==> config.mk <==
export PLATFORM = sky130hd
export DESIGN_NAME = wp_filter
export DESIGN_NICKNAME = d
export VERILOG_FILES = /design/src/rtl/wp_filter_pkg.sv /design/src/rtl/wp_filter_ctrl.sv /design/src/rtl/wp_filter_dp.sv /design/src/rtl/wp_filter.sv
export SDC_FILE = /design/constraint.sdc
export NUM_CORES = 1
export LEC_CHECK = 0
export ABC_AREA = 1
export BUFFER_PORTS_ARGS = -buffer_cell sky130_fd_sc_hd__buf_2
export CORE_MARGIN = 8
export CORE_UTILIZATION = 36
export CTS_CLUSTER_DIAMETER = 40
export CTS_CLUSTER_SIZE = 24
export DETAILED_ROUTE_END_ITERATION = 7
export HOLD_SLACK_MARGIN = 0.02
export PLACE_DENSITY = 0.78
export SLEW_MARGIN = 10
export SYNTH_ARGS = -nofsm -noshare
export SYNTH_HDL_FRONTEND = slang
export SYNTH_SLANG_ARGS = --single-unit
==> constraint.sdc <==
create_clock -name clk -period 3 [get_ports clk]
set_input_delay 0.45 -clock clk [delete_from_list [all_inputs] [get_ports clk]]
set_output_delay 0.45 -clock clk [all_outputs]
set_load 0.01 [all_outputs]
==> src/rtl/wp_filter_pkg.sv <==
package wp_filter_pkg;

  typedef enum logic [1:0] {
    MODE_FREE   = 2'd0,
    MODE_PROG   = 2'd1,
    MODE_FORBID = 2'd2,
    MODE_LOCK   = 2'd3
  } zoneMode_e;

  // Strobes from the decision logic to the datapath
  typedef struct packed {
    logic grant;    // write may go to the array
    logic refuse;   // request rejected
    logic clearOnly;// store old AND new instead of new
  } wpStrobe_t;

endpackage

==> src/rtl/wp_filter_ctrl.sv <==
module wp_filter_ctrl
  import wp_filter_pkg::*;
#(
  parameter int PAGE_BYTES = 8,
  parameter int IDX_W      = 4,
  localparam int OFF_W     = $clog2(PAGE_BYTES)
) (
  input  logic                  reqValid,
  input  logic [1:0]            zoneMode,
  input  logic [OFF_W-1:0]      pageOffset,
  input  logic [IDX_W-1:0]      burstIdx,
  input  logic [PAGE_BYTES-1:0] lockByte,
  output wpStrobe_t             strobe
);

  logic isLockByte;
  logic maskOpen;
  logic firstOfBurst;

  assign isLockByte   = (pageOffset == '0);
  assign maskOpen     = lockByte[pageOffset];
  assign firstOfBurst = (burstIdx == '0);

  always_comb begin
    strobe = '0;
    if (reqValid) begin
      unique case (zoneMode_e'(zoneMode))
        MODE_FREE: strobe.grant = 1'b1;
        MODE_PROG: begin
          strobe.grant     = 1'b1;
          strobe.clearOnly = 1'b1;
        end
        MODE_FORBID: strobe.refuse = 1'b1;
        MODE_LOCK: begin
          if (firstOfBurst && maskOpen) begin
            strobe.grant     = 1'b1;
            strobe.clearOnly = isLockByte;
          end else begin
            strobe.refuse = 1'b1;
          end
        end
        default: strobe.refuse = 1'b1;
      endcase
    end
  end

endmodule

==> src/rtl/wp_filter_dp.sv <==
module wp_filter_dp
  import wp_filter_pkg::*;
#(
  parameter int DATA_W = 8
) (
  input  logic              clk,
  input  logic              rstN,
  input  wpStrobe_t         strobe,
  input  logic [DATA_W-1:0] newData,
  input  logic [DATA_W-1:0] oldData,
  output logic              wrEn,
  output logic              deny,
  output logic [DATA_W-1:0] wrData
);

  logic [DATA_W-1:0] merged;

  assign merged = strobe.clearOnly ? (oldData & newData) : newData;

  always_ff @(posedge clk) begin
    if (!rstN) begin
      wrEn   <= 1'b0;
      deny   <= 1'b0;
      wrData <= '0;
    end else begin
      wrEn   <= strobe.grant;
      deny   <= strobe.refuse;
      wrData <= strobe.grant ? merged : '0;
    end
  end

endmodule

==> src/rtl/wp_filter.sv <==
module wp_filter
  import wp_filter_pkg::*;
#(
  parameter int DATA_W     = 8,
  parameter int PAGE_BYTES = 8,
  parameter int IDX_W      = 4,
  localparam int OFF_W     = $clog2(PAGE_BYTES)
) (
  input  logic                  clk,
  input  logic                  rstN,
  input  logic                  reqValid,
  input  logic [1:0]            zoneMode,
  input  logic [OFF_W-1:0]      pageOffset,
  input  logic [IDX_W-1:0]      burstIdx,
  input  logic [DATA_W-1:0]     newData,
  input  logic [DATA_W-1:0]     oldData,
  input  logic [PAGE_BYTES-1:0] lockByte,
  output logic                  wrEn,
  output logic                  deny,
  output logic [DATA_W-1:0]     wrData
);

  wpStrobe_t strobe;

  wp_filter_ctrl #(.PAGE_BYTES(PAGE_BYTES), .IDX_W(IDX_W)) u_ctrl (
    .reqValid  (reqValid),
    .zoneMode  (zoneMode),
    .pageOffset(pageOffset),
    .burstIdx  (burstIdx),
    .lockByte  (lockByte),
    .strobe    (strobe)
  );

  wp_filter_dp #(.DATA_W(DATA_W)) u_dp (
    .clk    (clk),
    .rstN   (rstN),
    .strobe (strobe),
    .newData(newData),
    .oldData(oldData),
    .wrEn   (wrEn),
    .deny   (deny),
    .wrData (wrData)
  );

endmodule

# Word-level counts from Yosys, hierarchy flattened

Cells that the tools add are included.

Flip-flop bits (word level): 10
Input port bits: 36
Output and inout bits: 10
Logic and storage cells: 25

$lt $le $gt $ge: 1
Equal/unequal tests: 3
Muxes and demuxes: 10
Bitwise logic cells: 1
Reductions and logical operators: 7

Operator list:

| operator           | number |
|---|---|
| $and 8x8->8        | 1 |
| $mux 8             | 1 |
| $pmux 1 s2         | 3 |
| $eq 2x2->1 const B | 2 |
| $logic_not 4->1    | 1 |
| $lt 3x4->1 const B | 1 |
| $mux 1             | 4 |
| $reduce_and 2->1   | 2 |
| $bmux 1 s3         | 1 |
| $logic_not 3->1    | 1 |
| $mux 3             | 1 |
| $eq 2x1->1 const B | 1 |
| $logic_not 2->1    | 1 |
| $reduce_or 2->1    | 1 |
| $logic_and 1x1->1  | 1 |

# Longest topological paths before layout

Depth in word-level cells: 7
Gate-level depth with buffers: 10
Mapped depth without buffers: 10

# Cells and area by module

A second synthesis with hierarchy kept.

Cells, all modules: 69
Area total of the unflattened synthesis: 491.7 um^2

Modules (own cells, without submodules):

| module         | times used | cells an instance | area each (um^2) | seq. area each (um^2) |
|---|---|---|---|---|
| wp_filter_dp   | 1          | 41                | 341.6            | 200.2 |
| wp_filter_ctrl | 1          | 28                | 150.1            | 0.0 |

# Worst setup path before layout

Ideal clock, no wire load.

Path kind: in2reg
Start: in burstIdx[1]
End: reg u_dp.wrData[0]
Library setup time: 112 ps
Arrival: 1,128 ps
Data required time: 2,888 ps
Path slack: 1,761 ps
Stages: 6
Buffers on the path: 0
Cells stage by stage: nor4_4 nand3_2 nand2_1 nand2_4 nor2_1 nor2_1

Word-level cells in the longest chain between the ends: 6
Elaborated cells between the ends (all ways): 9
Those cells by class: 6 x mux; 3 x reduce/logical

Ends and longest elaborated chain:

| what                                              | line                 | RTL |
|---|---|---|
| start: declaration                                | wp_filter.sv:14      | `input logic [IDX_W-1:0] burstIdx,` |
| $logic_not 4->1 (*)                               | wp_filter_ctrl.sv:22 | `assign firstOfBurst = (burstIdx == '0);` |
| $logic_and 1x1->1 (*)                             | wp_filter_ctrl.sv:35 | `if (firstOfBurst && maskOpen) begin` |
| $mux 1                                            | wp_filter_ctrl.sv:35 |  |
| $pmux 1 s2                                        | wp_filter_ctrl.sv:27 | `unique case (zoneMode_e'(zoneMode))` |
| $mux 3 (*)                                        | wp_filter_ctrl.sv:26 | `if (reqValid) begin` |
| $mux 8 / $reduce_and 2->1 (equally long branches) | n/a                  |  |
| end signal: assignment                            | wp_filter_dp.sv:28   | `wrData <= strobe.grant ? merged : '0;` |
| end: declaration                                  | wp_filter_dp.sv:13   | `output logic [DATA_W-1:0] wrData` |

Mark *: on every way between the ends. The rest lies on a longest branch, timed or not.
A chain may end at the register's enable or synchronous reset.

# Worst setup path after layout

Start: in pageOffset[0]
End: reg u_dp.wrData[5]

Word-level cells in the longest chain between the ends: 7
Elaborated cells between the ends (all ways): 11
Those cells by class: 8 x mux; 3 x reduce/logical

Ends and longest elaborated chain:

| what                                              | line                 | RTL |
|---|---|---|
| start: declaration                                | wp_filter.sv:13      | `input logic [OFF_W-1:0] pageOffset,` |
| $bmux 1 s3                                        | wp_filter_ctrl.sv:21 | `assign maskOpen = lockByte[pageOffset];` |
| $mux 1 (not written as such)                      | wp_filter_ctrl.sv:21 |  |
| $logic_and 1x1->1                                 | wp_filter_ctrl.sv:35 |  |
| $mux 1                                            | wp_filter_ctrl.sv:35 |  |
| $pmux 1 s2                                        | wp_filter_ctrl.sv:27 |  |
| $mux 3 (*)                                        | wp_filter_ctrl.sv:26 |  |
| $mux 8 / $reduce_and 2->1 (equally long branches) | n/a                  |  |

Mark *: on every way between the ends. The rest lies on a longest branch, timed or not. The select of a mux whose other input is x is not followed.

==> summary.txt <==
Critical path
  • Req. time, crit path: 3.16 ns
  • Critical Path, Cell by Cell: buf_2 -> inv_2 -> nand2_1 -> nand3_1 -> nand3b_1 -> nand2_2 -> nand3_2 -> nand2_1 -> nand2_4 -> nor2_1 -> nor2_1
  • Element type at the critical path end: flip-flop
  • Worst Path Max Fanout: 8
  • Kind of critical path: primary input to flip-flop
  • Crit path buf inv count: 2
  • Delay-heaviest family, CP: simple AND/OR/NAND/NOR gates
  • Worst stage delay on the critical path: 0.14 ns
  • Crit path DAT: 1.37 ns
  • CP startpoint kind: primary input
  • Slowest library cell on the worst path: buf_2

Power and ir drop
  • Sw power: 0.07150 mW
  • Power density over the cells: 381.8 nW/um^2
  • Clk pwr share: 31.1%
  • Combinational Power Share: 20.1%
  • Switching Fraction: 25.33%
  • Pleak: 0.4169 nW
  • Total Power: 0.2823 mW
  • Sequential share of power: 48.8%
  • Worst vdd ir: 0.3017 mV
  • P_int: 0.2108 mW

Clock tree
  • Clk pin slew, worst setup/hold paths: 0.06 ns
  • TritonCTS clock tree: done
  • Root Buffer: clkbuf_4
  • Setup bufs post-CTS: 0
  • Clock tree sinks: 10
  • H-tree Lvls: 1
  • Post_cts resized: 0
  • Clock buffer depth: 2
  • Clock buffer count from CTS: 3
  • CTS Hold Buffers Added: 0

Route
  • Remaining antenna violation count: 0
  • 1st-pass router iterations: 4
  • Wire per inst: 12.06 um
  • First DRT Iteration DRCs: 8
  • Drt drc: 0
  • Final WL: 1531 um
  • Vias per cell: 4.441
  • Vias: 564

Timing
  • Final hold viol count: 0
  • RSZ-0062 raised after global routing: no
  • Fin crit share: 40.59%
  • Final-report setup violation count: 0
  • Hold WS: 0.3944 ns
  • Final worst setup slack: 1.782 ns
  • Slew @ Worst Pin: 0.2557 ns
  • Worst relative slew slack: 82.83%
  • Slew Viols, Final: 0
  • Post-route minimum period: 1.218 ns
  • FMAX: 821.2 MHz
  • Setup TNS: 0 ns

Yosys
  • Top FF cell, synth: dfxtp_1
  • Synth top area share: 42.33%
  • Syn Area/Cell: 7.390 sq um
  • Cells after synthesis: 64
  • Area contributors post-synth: dfxtp_1 42%, nand3_1 14%, nor2_1 13%
  • Most common cell in the netlist: nor2_1
  • Cell Area, Synth: 473.0 sq um
  • FF+latch count, synth: 10
  • FFs w/ async S/R, synth: 0%
  • Yosys warnings: 0
  • Seq/Total Area, Yosys: 42.33%
  • Number of flops mapped to enable cells by yosys: 0
  • Commonest cells post-synth: 17 x nor2_1, 13 x nand3_1, 11 x nand2_1
  • Netlist cell types: 13
  • Mapped Nets: 100
  • Yosys top cell by area: dfxtp_1

Global route
  • Global-route wire length before repair: 2366 um
  • Initial antenna violation count: 0
  • Pin count of the biggest net entering global routing: 10
  • Total track usage: 11.23%
  • Grt ovf: 0
  • Vias in the first global route: 572

Cells and area
  • Area Overhead vs Synth: 56.35%
  • Footprint of the multi-input gates: 257.7 sq um
  • Final net count: 150
  • Diodes inserted: 0
  • Final Util: 58.28%
  • Fillers: 137
  • Layout cells sized above 1: 49.11%
  • Reg area: 200.2 sq um

Placed design
  • HPWL Detailed: 1290 um
  • Routability cong.: 0.6612
  • Port buffer count: 45
  • Place WS: 1.498 ns

Die
  • Core Footprint: 1269 sq um
  • Initial core utilization: 37.28%
  • Die area: 2730 sq um
  • Die Span Y: 52.25 um
  • Die W: 52.25 um
  • Num rows: 13
  • I/O pin cnt: 46

Status
  • Status: finished clean

Min path
  • Worst Hold Class: primary input to flip-flop

Job
  • Max-cap violations: 0
==> state kept, by name, indices dropped and copies added (netlist names) <==
signal and count:
u_dp.wrData 8, u_dp.deny 1, u_dp.wrEn 1
==> worst paths after layout <==
check,start,to,slack (ns),cells past startpoint
hold / removal,oldData[2],u_dp.wrData[2],0.39,3
setup / recovery,pageOffset[0],u_dp.wrData[5],1.78,11
==> layout by cell type (no fill, tap or decap), drive strengths merged <==
master  synthesis  routed
inv             4       4
dfxtp          10      10
nand3b          1       1
buf             0      45
nand2          14      14
nand3          15      15
nor2           17      17
clkbuf          0       3
nor3            1       1
a21oi           1       1
nor4            1       1
==> final cells by class <==
type | instances | area share (%)
clock buffers | 3 | 3.046
inverters | 4 | 2.030
multi-input cells | 50 | 34.86
repair buffers | 45 | 30.46
flip-flops and latches | 10 | 27.07
well taps | 15 | 2.538
==> power by group through the flow <==
stage / Combinational (mW) / Clock, mW / Sequential, mW
2_1_floorplan: 0.0209 / 0 / 0.143
3_3_place_gp: 0.0556 / 0 / 0.141
3_5_place_dp: 0.0569 / 0 / 0.141
4_1_cts: 0.0571 / 0.0905 / 0.138
5_1_grt: 0.0635 / 0.102 / 0.138
6_report: 0.0568 / 0.0878 / 0.138
==> logic make-up after synthesis <==
group	after synthesis	synth area share, %
buffers and inverters	4	3.174
AOI/OAI and AO/OA	1	1.057
DFF	10	42.33
and+or+nand+nor	49	53.44
==> worst min-delay path: cells and delay by family <==
family                 cells  cell delay (ns)
buffers and inverters      1             0.07
AND/OR/NAND/NOR            2             0.09
==> layer usage <==
metal	GRT usage, %	wire [um]	vias to the layer above
met2	21.20	871	18
met3	3.693	72	0
met4	3.879	0	0
met1	11.07	587	241
met5	0	0	-
li1	-	-	305
==> through the flow <==
stage          cell area (sq um)  cells
3_3_place_gp               716.9    124
3_5_place_dp               716.9    124
5_1_grt                    739.5    127
6_report                   739.5    127
2_1_floorplan              473.0     64
4_1_cts                    739.5    127
(Power assumes the default switching activity.)
